**config.mk**
```make
export PLATFORM = sky130hd
export DESIGN_NAME = phase_tune
export DESIGN_NICKNAME = d
export VERILOG_FILES = /design/src/rtl/phase_tune_pkg.sv /design/src/rtl/phase_tune_mask.sv /design/src/rtl/phase_tune_window.sv /design/src/rtl/phase_tune_search.sv /design/src/rtl/phase_tune.sv
export SDC_FILE = /design/constraint.sdc
export NUM_CORES = 1
export LEC_CHECK = 0
export BUFFER_PORTS_ARGS = -buffer_cell sky130_fd_sc_hd__buf_2
export CAP_MARGIN = 20
export CELL_PAD_IN_SITES_DETAIL_PLACEMENT = 2
export CELL_PAD_IN_SITES_GLOBAL_PLACEMENT = 2
export CORE_MARGIN = 2
export CORE_UTILIZATION = 30
export CTS_CLUSTER_SIZE = 25
export DETAILED_ROUTE_END_ITERATION = 8
export PLACE_DENSITY_LB_ADDON = 0.1
export SETUP_SLACK_MARGIN = 0.1
export SLEW_MARGIN = 20
export SYNTH_ARGS = -nofsm -noshare
export SYNTH_HDL_FRONTEND = slang
export SYNTH_SLANG_ARGS = --single-unit
export TNS_END_PERCENT = 30
```
**constraint.sdc**
```tcl
create_clock -name clk -period 3 [get_ports clk]
set_clock_uncertainty 0.2 [all_clocks]
set_input_delay 0 -clock clk [delete_from_list [all_inputs] [get_ports clk]]
set_output_delay 0 -clock clk [all_outputs]
set_load 0.05 [all_outputs]
```
**src/rtl/phase_tune_pkg.sv**
```systemverilog
package phase_tune_pkg;
  typedef enum logic [1:0] {
    ST_IDLE = 2'd0,
    ST_REQ  = 2'd1,
    ST_WAIT = 2'd2,
    ST_SRCH = 2'd3
  } tune_state_e;
endpackage

```
**src/rtl/phase_tune_mask.sv**
```systemverilog
module phase_tune_mask #(
  parameter int PHASE_W = 3,
  localparam int N = 1 << PHASE_W
) (
  input  logic               clk,
  input  logic               rst_n,
  input  logic               clr_i,
  input  logic               set_i,
  input  logic [PHASE_W-1:0] bit_i,
  output logic [N-1:0]       mask_o
);
  logic [N-1:0] mask_q, mask_n;

  always_comb begin
    mask_n = mask_q;
    if (clr_i)      mask_n = '0;
    else if (set_i) mask_n[bit_i] = 1'b1;
  end

  always_ff @(posedge clk or negedge rst_n) begin
    if (!rst_n)              mask_q <= '0;
    else if (clr_i || set_i) mask_q <= mask_n;
  end

  assign mask_o = mask_q;

  // a clear empties the map on the next cycle
  p_mask_clear_r4: assert property (@(posedge clk) disable iff (!rst_n)
    clr_i |=> (mask_o == '0));
  // a marked phase stays marked until the next clear
  p_mask_keep_r4: assert property (@(posedge clk) disable iff (!rst_n)
    (!clr_i && mask_o[bit_i]) |=> mask_o[$past(bit_i)]);
endmodule

```
**src/rtl/phase_tune_window.sv**
```systemverilog
module phase_tune_window #(
  parameter int PHASE_W  = 3,
  parameter int WIN_HALF = 2,
  localparam int N     = 1 << PHASE_W,
  localparam int LVLS  = WIN_HALF + 1,
  localparam int LVL_W = (LVLS > 1) ? $clog2(LVLS) : 1
) (
  input  logic [N-1:0]       mask_i,
  input  logic [PHASE_W-1:0] ctr_i,
  input  logic [LVL_W-1:0]   lvl_i,
  output logic               hit_o
);
  logic [2*N-1:0] dbl;
  logic [N-1:0]   rot;
  logic [LVLS-1:0] hit_v;

  assign dbl = {mask_i, mask_i};
  assign rot = dbl[ctr_i +: N];

  // rank lv checks a circular window of half-width WIN_HALF-lv around ctr_i
  for (genvar lv = 0; lv < LVLS; lv++) begin : g_lvl
    localparam int H = WIN_HALF - lv;
    if (H == 0) begin : g_single
      assign hit_v[lv] = rot[0];
    end else begin : g_wide
      assign hit_v[lv] = (&rot[H:0]) & (&rot[N-1:N-H]);
    end
  end

  always_comb begin
    hit_o = 1'b0;
    for (int k = 0; k < LVLS; k++)
      if (lvl_i == LVL_W'(k)) hit_o = hit_v[k];
  end
endmodule

```
**src/rtl/phase_tune_search.sv**
```systemverilog
module phase_tune_search #(
  parameter int PHASE_W  = 3,
  parameter int WIN_HALF = 2,
  localparam int N     = 1 << PHASE_W,
  localparam int LVLS  = WIN_HALF + 1,
  localparam int LVL_W = (LVLS > 1) ? $clog2(LVLS) : 1
) (
  input  logic               clk,
  input  logic               rst_n,
  input  logic               go_i,
  input  logic               en_i,
  input  logic [N-1:0]       mask_i,
  output logic               hit_o,
  output logic               last_o,
  output logic [PHASE_W-1:0] sel_o
);
  logic [PHASE_W-1:0] ctr_q, ctr_n;
  logic [LVL_W-1:0]   lvl_q, lvl_n;
  logic               step;

  phase_tune_window #(.PHASE_W(PHASE_W), .WIN_HALF(WIN_HALF)) u_win (
    .mask_i (mask_i),
    .ctr_i  (ctr_q),
    .lvl_i  (lvl_q),
    .hit_o  (hit_o)
  );

  assign last_o = (ctr_q == PHASE_W'(N-1)) && (lvl_q == LVL_W'(LVLS-1));
  assign step   = go_i || (en_i && !hit_o && !last_o);

  always_comb begin
    ctr_n = ctr_q;
    lvl_n = lvl_q;
    if (go_i) begin
      ctr_n = '0;
      lvl_n = '0;
    end else if (ctr_q == PHASE_W'(N-1)) begin
      ctr_n = '0;
      lvl_n = LVL_W'(lvl_q + 1'b1);
    end else begin
      ctr_n = PHASE_W'(ctr_q + 1'b1);
    end
  end

  always_ff @(posedge clk or negedge rst_n) begin
    if (!rst_n) begin
      ctr_q <= '0;
      lvl_q <= '0;
    end else if (step) begin
      ctr_q <= ctr_n;
      lvl_q <= lvl_n;
    end
  end

  assign sel_o = ctr_q;

  // the rank counter never leaves its range, bounding the search
  p_rank_range_r12: assert property (@(posedge clk) disable iff (!rst_n)
    lvl_q < LVL_W'(LVLS));
  // a search step always moves the candidate forward
  p_search_moves_r12: assert property (@(posedge clk) disable iff (!rst_n)
    (en_i && !go_i && !hit_o && !last_o) |=> !$stable({lvl_q, ctr_q}));
endmodule

```
**src/rtl/phase_tune.sv**
```systemverilog
module phase_tune #(
  parameter int PHASE_W  = 3,
  parameter int WIN_HALF = 2
) (
  input  logic               clk,
  input  logic               rst_n,
  input  logic               start_i,
  input  logic [PHASE_W-1:0] cur_phase_i,
  output logic               trial_req_o,
  output logic [PHASE_W-1:0] trial_phase_o,
  output logic               tmo_max_o,
  input  logic               trial_done_i,
  input  logic               trial_pass_i,
  output logic [PHASE_W-1:0] phase_o,
  output logic               done_o,
  output logic               err_o
);
  import phase_tune_pkg::*;
  localparam int N = 1 << PHASE_W;

  tune_state_e        st_q, st_n;
  logic [PHASE_W-1:0] start_q, start_n;
  logic [PHASE_W-1:0] trial_q, trial_n;
  logic [PHASE_W-1:0] phase_q, phase_n;
  logic               done_q, done_n;
  logic               err_q, err_n;
  logic               mask_clr, mask_set, srch_go, srch_en;
  logic               hit, last;
  logic [PHASE_W-1:0] sel;
  logic [N-1:0]       mask;

  phase_tune_mask #(.PHASE_W(PHASE_W)) u_mask (
    .clk    (clk),
    .rst_n  (rst_n),
    .clr_i  (mask_clr),
    .set_i  (mask_set),
    .bit_i  (trial_q),
    .mask_o (mask)
  );

  phase_tune_search #(.PHASE_W(PHASE_W), .WIN_HALF(WIN_HALF)) u_search (
    .clk    (clk),
    .rst_n  (rst_n),
    .go_i   (srch_go),
    .en_i   (srch_en),
    .mask_i (mask),
    .hit_o  (hit),
    .last_o (last),
    .sel_o  (sel)
  );

  always_comb begin
    st_n     = st_q;
    start_n  = start_q;
    trial_n  = trial_q;
    phase_n  = phase_q;
    done_n   = 1'b0;
    err_n    = err_q;
    mask_clr = 1'b0;
    mask_set = 1'b0;
    srch_go  = 1'b0;
    srch_en  = 1'b0;
    unique case (st_q)
      ST_IDLE: if (start_i) begin
        start_n  = cur_phase_i;
        trial_n  = PHASE_W'(cur_phase_i + 1'b1);
        mask_clr = 1'b1;
        err_n    = 1'b0;
        st_n     = ST_REQ;
      end
      ST_REQ: st_n = ST_WAIT;
      ST_WAIT: if (trial_done_i) begin
        mask_set = trial_pass_i;
        if (trial_q == start_q) begin
          srch_go = 1'b1;
          st_n    = ST_SRCH;
        end else begin
          trial_n = PHASE_W'(trial_q + 1'b1);
          st_n    = ST_REQ;
        end
      end
      ST_SRCH: begin
        srch_en = 1'b1;
        if (hit) begin
          phase_n = sel;
          done_n  = 1'b1;
          st_n    = ST_IDLE;
        end else if (last) begin
          phase_n = start_q;
          err_n   = 1'b1;
          done_n  = 1'b1;
          st_n    = ST_IDLE;
        end
      end
      default: st_n = ST_IDLE;
    endcase
  end

  always_ff @(posedge clk or negedge rst_n) begin
    if (!rst_n) begin
      st_q    <= ST_IDLE;
      start_q <= '0;
      trial_q <= '0;
      phase_q <= '0;
      done_q  <= 1'b0;
      err_q   <= 1'b0;
    end else begin
      st_q    <= st_n;
      start_q <= start_n;
      trial_q <= trial_n;
      phase_q <= phase_n;
      done_q  <= done_n;
      err_q   <= err_n;
    end
  end

  assign trial_req_o   = (st_q == ST_REQ);
  assign tmo_max_o     = (st_q == ST_REQ) || (st_q == ST_WAIT);
  assign trial_phase_o = trial_q;
  assign phase_o       = phase_q;
  assign done_o        = done_q;
  assign err_o         = err_q;

  // a request lasts one cycle
  p_req_pulse_r2: assert property (@(posedge clk) disable iff (!rst_n)
    trial_req_o |=> !trial_req_o);
  // timeout is forced whenever a trial is requested
  p_tmo_with_req_r3: assert property (@(posedge clk) disable iff (!rst_n)
    trial_req_o |-> tmo_max_o);
  // done is a single-cycle pulse
  p_done_pulse_r9: assert property (@(posedge clk) disable iff (!rst_n)
    done_o |=> !done_o);
  // the result moves only together with done
  p_phase_hold_r9: assert property (@(posedge clk) disable iff (!rst_n)
    !$stable(phase_o) |-> done_o);
  // a start while a trial is pending leaves the trial phase alone
  p_start_ignored_r10: assert property (@(posedge clk) disable iff (!rst_n)
    (tmo_max_o && start_i && !trial_done_i) |=> $stable(trial_phase_o));
  // done and request never coincide
  p_done_no_req_r8: assert property (@(posedge clk) disable iff (!rst_n)
    done_o |-> !tmo_max_o);
endmodule

```
==> results of run 1 <==
[registers in the layout, summed over array words and instances (netlist names)]
signal          cells
st_q                2
u_mask.mask_o       8
u_search.lvl_q      2
u_search.sel_o      3
done_o              1
phase_o             3
start_q             3
err_o               1
trial_phase_o       3
[cell families after synthesis]
kind of cell / after synthesis / synth area share
buffers and inverters: 23 / 0.0635
flip-flops: 26 / 0.402
AND/OR/NAND/NOR: 49 / 0.146
adder cells (fa/ha/maj): 10 / 0.0774
AO/OA/AOI/OAI: 32 / 0.142
XOR/XNOR: 5 / 0.0271
multiplexers: 19 / 0.142
[worst max path at each step]
stage	from	end	slack, ns
floorplan	u_search.sel_o[1]$_DFFE_PN0P_	phase_o[0]$_DFFE_PN0P_	0.64
CTS	u_search.sel_o[1]$_DFFE_PN0P_	phase_o[1]$_DFFE_PN0P_	0.31
finish	u_search.sel_o[1]$_DFFE_PN0P_	phase_o[1]$_DFFE_PN0P_	0.35
global placement	u_search.sel_o[1]$_DFFE_PN0P_	u_search.sel_o[1]$_DFFE_PN0P_	0.48
global route	u_search.sel_o[1]$_DFFE_PN0P_	phase_o[2]$_DFFE_PN0P_	0.21
detailed placement	u_search.sel_o[1]$_DFFE_PN0P_	phase_o[1]$_DFFE_PN0P_	0.36
[worst reg2reg max path: stages (launching register included)]
cell and delay (ns):
dfrtp_1 0.58, xor2_1 0.20, mux2_2 0.37, or4b_4 0.54
o21ai_0 0.17, nand2_1 0.13, a221oi_1 0.35
[layer usage]
metal | wire length (µm) | part of all wire
met1 | 2060 | 0.47
met2 | 2220 | 0.50
met3 | 64 | 0.015
met4 | 48 | 0.011
met5 | 0 | 0
[Yosys cell counts (all sizes together), types with 4 or more instances]
master / instances
nor2: 21
clkbuf: 5
mux2: 8
dfrtp: 26
inv: 15
a21oi: 12
nand2: 10
xor2: 4
o21ai: 5
ha: 10
a221oi: 4
mux2i: 9
nor2b: 4
[cell type report]
cell class | instances | area share
inverters | 15 | 0.0305
well taps | 70 | 0.0474
multi-input cells | 115 | 0.467
clock buffers | 4 | 0.0298
repair buffers | 22 | 0.0731
flip-flops and latches | 26 | 0.352
[repair_timing]
action                    in CTS  in global routing
resized for setup              0                  0
hold buffers                   5                  0
hold endpoints to repair      32                  0
[stage by stage]
step | instances | util
after floorplan | 164 | -
after global placement | 243 | 0.339
after detailed placement | 243 | 0.339
after CTS | 252 | 0.360
after global routing | 252 | 0.360
final | 252 | 0.360
[layout by cell type (no fill, tap or decap), types with 2 or more instances in the layout]
master,n
mux2i_1,9
o21ai_0,4
nand3_1,3
dfrtp_1,26
a31oi_1,2
nor2_1,21
mux4_2,2
a21oi_1,12
ha_1,10
or3_1,2
a221oi_1,4
o21bai_1,2
clkbuf_8,4
dlygate4sd3_1,5
and2_1,3
nand2_1,10
inv_1,15
mux2_2,7
xor2_1,4
buf_2,17
nor2b_1,4
[where the power goes]
group          internal [mW]  switching [mW]
Combinational          0.358           0.622
Sequential             0.477           0.199
Clock                  0.118           0.128
==> flow_metrics.py, run 1 <==
metrics = {
    "power_and_ir_drop": {
        "fin_total_pwr_mw": 1.90,
        "p_leak_nw": 0.862,
        "vdd_ir_drop_max_mv": 0.438,
        "power_density_nw_per_um2": 1030,
    },
    "timing": {
        "hold_violations": 1,
        "worstMarginPinSlew_ns": 0.634,
        "slew-limit-headroom": 0.577,
        "rsz0062_at_grt": "false",
        "fmax_mhz": 377,
        "layout_setup_ws_ns": 0.350,
        "min_period_over_period": 0.883,
        "setup_tns_ns": 0,
        "period_needed_ns": 2.65,
        "setup_viol_count_final": 0,
        "hold_slack_ns": -0.00376,
        "drv_slew": 0,
    },
    "layout": {
        "drive_gt1_frac": 0.187,
        "multiInputGateArea_um2": 863,
        "antennaDiodeCount": 0,
        "fin_nets": 201,
        "final_cell_area_um2": 1850,
        "fill_cells": 584,
        "seqCellArea_um2": 651,
        "syn_to_final_growth_pct": 14.3,
    },
    "global_routing": {
        "antenna_found_initial": 0,
        "overflow": 0,
        "grt_usage": 0.158,
        "grt_first_pass_wirelength_um": 7350,
        "gr-usage-met1": 0.205,
        "use_met2": 0.275,
        "gr-usage-met3": 0.0186,
        "grt_pass1_vias": 1405,
        "grt.busiest_layer": "met2",
        "grt_max_degree": 27,
    },
    "placement": {
        "hpwl_um": 3400,
        "portBuffers": 17,
        "placed_cell_area_um2": 1740,
        "place_ws_ns": 0.358,
        "place_congestion": 0.748,
    },
    "routing": {
        "routedWlPerCell_um": 17.4,
        "viasPerCell": 4.96,
        "first_pass_iters": 3,
        "drcViolationCount": 0,
        "vias": 1251,
        "drt-total-wl_um": 4400,
        "postRouteAntennaNets": 0,
        "drt_iter0_drc": 16,
    },
    "logic_synthesis": {
        "synth_area_leaders": "dfrtp_1, ha_1, mux2i_1, mux2_2, nor2_1",
        "synth_top_area_share": 0.402,
        "synthCells": 164,
        "synth-seq-cells": 26,
        "synthArstFlopShare": 1.00,
        "yosys_warnings": 0,
        "synth_top_area_cell": "dfrtp_1",
        "synth-seq-area-share": 0.402,
        "synth-edff-count": 0,
        "syn_area_um2": 1620,
        "avgSynthCellArea_um2": 9.86,
        "synthFlopType": "dfrtp_1",
        "syn-num-nets": 182,
        "synth.distinct_cells": 37,
    },
    "critical_path": {
        "path_buf_inv": 0,
        "crit_chain": "xor2_1, mux2_2, or4b_4, o21ai_0, nand2_1, a221oi_1",
        "r2r_cells": 6,
        "cp-end-kind": "flip-flop",
        "cpMaxStageDelayCell": "dfrtp_1",
        "crit_required_ns": 2.97,
        "crit_fanout": 10,
        "r2r_end": "phase_o[1]$_DFFE_PN0P_",
        "cpPeakStageDelay_ns": 0.58,
        "cp.depth": 6,
        "crit_arrival_ns": 2.62,
        "critPathKind": "flip-flop to flip-flop",
        "start_kind": "flip-flop",
        "reg2reg_slack_ns": 0.35,
        "crit_family": "simple AND/OR/NAND/NOR gates",
        "r2r-start": "u_search.sel_o[1]$_DFFE_PN0P_",
    },
    "floorplan": {
        "initial_utilization": 0.315,
        "ios": 18,
        "fp.coreArea_um2": 5140,
        "dieArea_um2": 5990,
        "rows": 26,
        "fp.dieH_um": 77.4,
        "die_w_um": 77.4,
    },
    "clock_network": {
        "root_buffer": "clkbuf_8",
        "clockBufferDepth": 2,
        "cts_tree": "done",
        "clk_latency_ns": 0.28,
        "post_cts.repair.setup_buffers": 0,
        "cts.sinks": 26,
        "htree_levels": 1,
        "path_clk_slew_ns": 0.10,
        "numCtsBuffers": 3,
    },
    "flow_run": {
        "maxCapViolCount": 0,
    },
    "hold_path": {
        "hold_end": "u_search.sel_o[0]$_DFFE_PN0P_",
        "worstHoldStart": "trial_done_i",
        "min_path_type": "input pin to flip-flop",
        "worstHoldPathCells": 3,
    },
    "status": {
        "violations": "negative hold slack",
        "outcome": "finished, violations left",
    },
}
Note: power is estimated with default switching activity, not from simulation.
==> run 2, diff against run 1 <==
--- a/config.mk
+++ b/config.mk
@@ -13,2 +13,3 @@
 export CORE_UTILIZATION = 30
+export CTS_BUF_LIST = sky130_fd_sc_hd__clkbuf_4
 export CTS_CLUSTER_SIZE = 25
@@ -17,2 +18,3 @@
 export SETUP_SLACK_MARGIN = 0.1
+export SKIP_CTS_REPAIR_TIMING = 1
 export SLEW_MARGIN = 20
==> constraint.sdc (replaced) <==
create_clock -name clk -period 3 [get_ports clk]
set_clock_uncertainty 0.2 [all_clocks]
set_input_delay 0.6 -clock clk [delete_from_list [all_inputs] [get_ports clk]]
set_output_delay 0.6 -clock clk [all_outputs]
set_load 0.05 [all_outputs]
==> run 2 against run 1 <==
Against the previous run:
- the flow now finishes without violations
- fmax barely moved
- hold slack better by 0.066 ns
- sequential cell count is the same
- cell area decreased by 4.3%
- global-route usage shrank 0.52 points
- routed wire length down 2.8%
- critical path type unchanged
==> flow_metrics.py, run 2 (synthesized netlist as in run 1, its figures left out) <==
metrics = {
    "critical_path": {
        "critPathKind": "flip-flop to flip-flop",
        "path_buf_inv": 0,
        "crit_chain": "xor2_1, mux2_2, or4b_4, o21ai_0, nand2_1, a221oi_1",
        "cp-end-kind": "flip-flop",
        "cpMaxStageDelayCell": "dfrtp_1",
        "crit_fanout": 10,
        "start_kind": "flip-flop",
        "crit_arrival_ns": 2.68,
        "crit_required_ns": 3.03,
        "crit_family": "simple AND/OR/NAND/NOR gates",
        "cpPeakStageDelay_ns": 0.59,
    },
    "global_routing": {
        "antenna_found_initial": 0,
        "overflow": 0,
        "grt.busiest_layer": "met2",
        "gr-usage-met3": 0.0163,
        "grt_first_pass_wirelength_um": 7220,
        "grt_max_degree": 27,
        "use_met2": 0.269,
        "grt_pass1_vias": 1383,
        "gr-usage-met1": 0.205,
        "grt_usage": 0.153,
    },
    "layout": {
        "fin_nets": 196,
        "final_cell_mix": "dfrtp_1, nor2_1, buf_2, inv_1, a21oi_1",
        "syn_to_final_growth_pct": 9.44,
        "largest_reg_flops": 8,
        "layout_commonest_cell": "dfrtp_1",
        "fill_cells": 586,
        "antennaDiodeCount": 0,
        "final_cell_area_um2": 1770,
        "post-route-util": 0.344,
        "drive_gt1_frac": 0.186,
    },
    "timing": {
        "setup_tns_ns": 0,
        "drv_slew": 0,
        "worstMarginPinSlew_ns": 0.633,
        "hold_violations": 0,
        "period_needed_ns": 2.65,
        "setup_viol_count_final": 0,
        "rsz0062_at_grt": "false",
        "fmax_mhz": 377,
        "slew-limit-headroom": 0.578,
        "min_period_over_period": 0.884,
    },
    "floorplan": {
        "rows": 26,
        "die_w_um": 77.4,
        "fp.coreArea_um2": 5140,
        "dieArea_um2": 5990,
        "fp.dieH_um": 77.4,
        "initial_utilization": 0.315,
        "ios": 18,
    },
    "power_and_ir_drop": {
        "p_leak_nw": 0.828,
        "p_int_mw": 0.879,
        "p_clk_frac": 0.092,
        "switching_share": 0.515,
        "pwr-share-comb": 0.538,
        "pwr-share-seq": 0.371,
        "vdd_ir_drop_max_mv": 0.434,
        "fin_total_pwr_mw": 1.81,
        "p_switching_mw": 0.932,
        "power_density_nw_per_um2": 1020,
    },
    "routing": {
        "first_pass_iters": 2,
        "routedWlPerCell_um": 17.3,
        "viasPerCell": 4.97,
        "drcViolationCount": 0,
        "vias": 1228,
        "drt_iter0_drc": 18,
        "postRouteAntennaNets": 0,
        "drt-total-wl_um": 4270,
    },
    "placement": {
        "place_congestion": 0.748,
        "hpwl_um": 3400,
        "placed_cell_area_um2": 1740,
        "portBuffers": 17,
    },
    "clock_network": {
        "cts_tree": "done",
        "clk_latency_ns": 0.33,
        "root_buffer": "clkbuf_4",
        "htree_levels": 1,
        "cts.sinks": 26,
        "path_clk_slew_ns": 0.16,
        "numCtsBuffers": 3,
        "clockBufferDepth": 2,
    },
    "flow_run": {
        "maxCapViolCount": 0,
    },
    "status": {
        "outcome": "completed",
    },
    "hold_path": {
        "min_path_type": "input pin to async pin",
    },
}
## run 2: routing by layer
layer | vias up | wire, µm
met2 | 9 | 2190
met5 | - | 0
met4 | 0 | 16
li1 | 592 | -
met3 | 2 | 70
met1 | 625 | 2000
## run 2: final cells by class
type | count | area (µm²) | area share
clock buffers | 3 | 22.5 | 0.0127
flip-flops and latches | 26 | 651 | 0.368
well taps | 70 | 87.6 | 0.0495
clock inverters | 1 | 3.75 | 0.00212
inverters | 15 | 56.3 | 0.0318
repair buffers | 17 | 85.1 | 0.0481
multi-input cells | 115 | 863 | 0.488
## run 2: path summary, 6_finish.rpt
path / depth (start not counted) / slack [ns] / to / startpoint
worst max register to register: 6 / 0.35 / phase_o[1]$_DFFE_PN0P_ / u_search.sel_o[1]$_DFFE_PN0P_
min in group clk: 2 / 0.31 / start_q[0]$_DFFE_PN0P_ / cur_phase_i[0]
worst min-delay path: 1 / 0.06 / st_q[1]$_DFFE_PN0P_ / rst_n
worst max-delay path: 6 / 0.35 / phase_o[1]$_DFFE_PN0P_ / u_search.sel_o[1]$_DFFE_PN0P_
worst min register to register: 2 / 0.36 / phase_o[0]$_DFFE_PN0P_ / phase_o[0]$_DFFE_PN0P_
max in group asynchronous: 1 / 2.13 / u_mask.mask_o[4]$_DFFE_PN0P_ / rst_n
## run 2: worst reg2reg max path: stages, from the launching register on
cell and delay, ns:
dfrtp_1 0.59, xor2_1 0.20, mux2_2 0.37, or4b_4 0.54, o21ai_0 0.17, nand2_1 0.13
a221oi_1 0.36
## run 2: metrics by stage
step | setup WS (ns) | std cells | hold WS, ns
global placement | 0.482 | 243 | 0.326
global route | 0.206 | 247 | 0.0759
detailed placement | 0.358 | 243 | 0.348
finish | 0.348 | 247 | 0.0620
CTS | 0.331 | 247 | 0.0739
floorplan | 0.635 | 164 | 0.104
## run 2: power groups by stage
stage	Clock [mW]	Combinational [mW]	Sequential, mW
2_1_floorplan	0	0.725	0.724
3_3_place_gp	0	0.941	0.666
3_5_place_dp	0	0.990	0.686
4_1_cts	0.179	0.992	0.678
5_1_grt	0.188	1.08	0.709
6_report	0.166	0.974	0.671
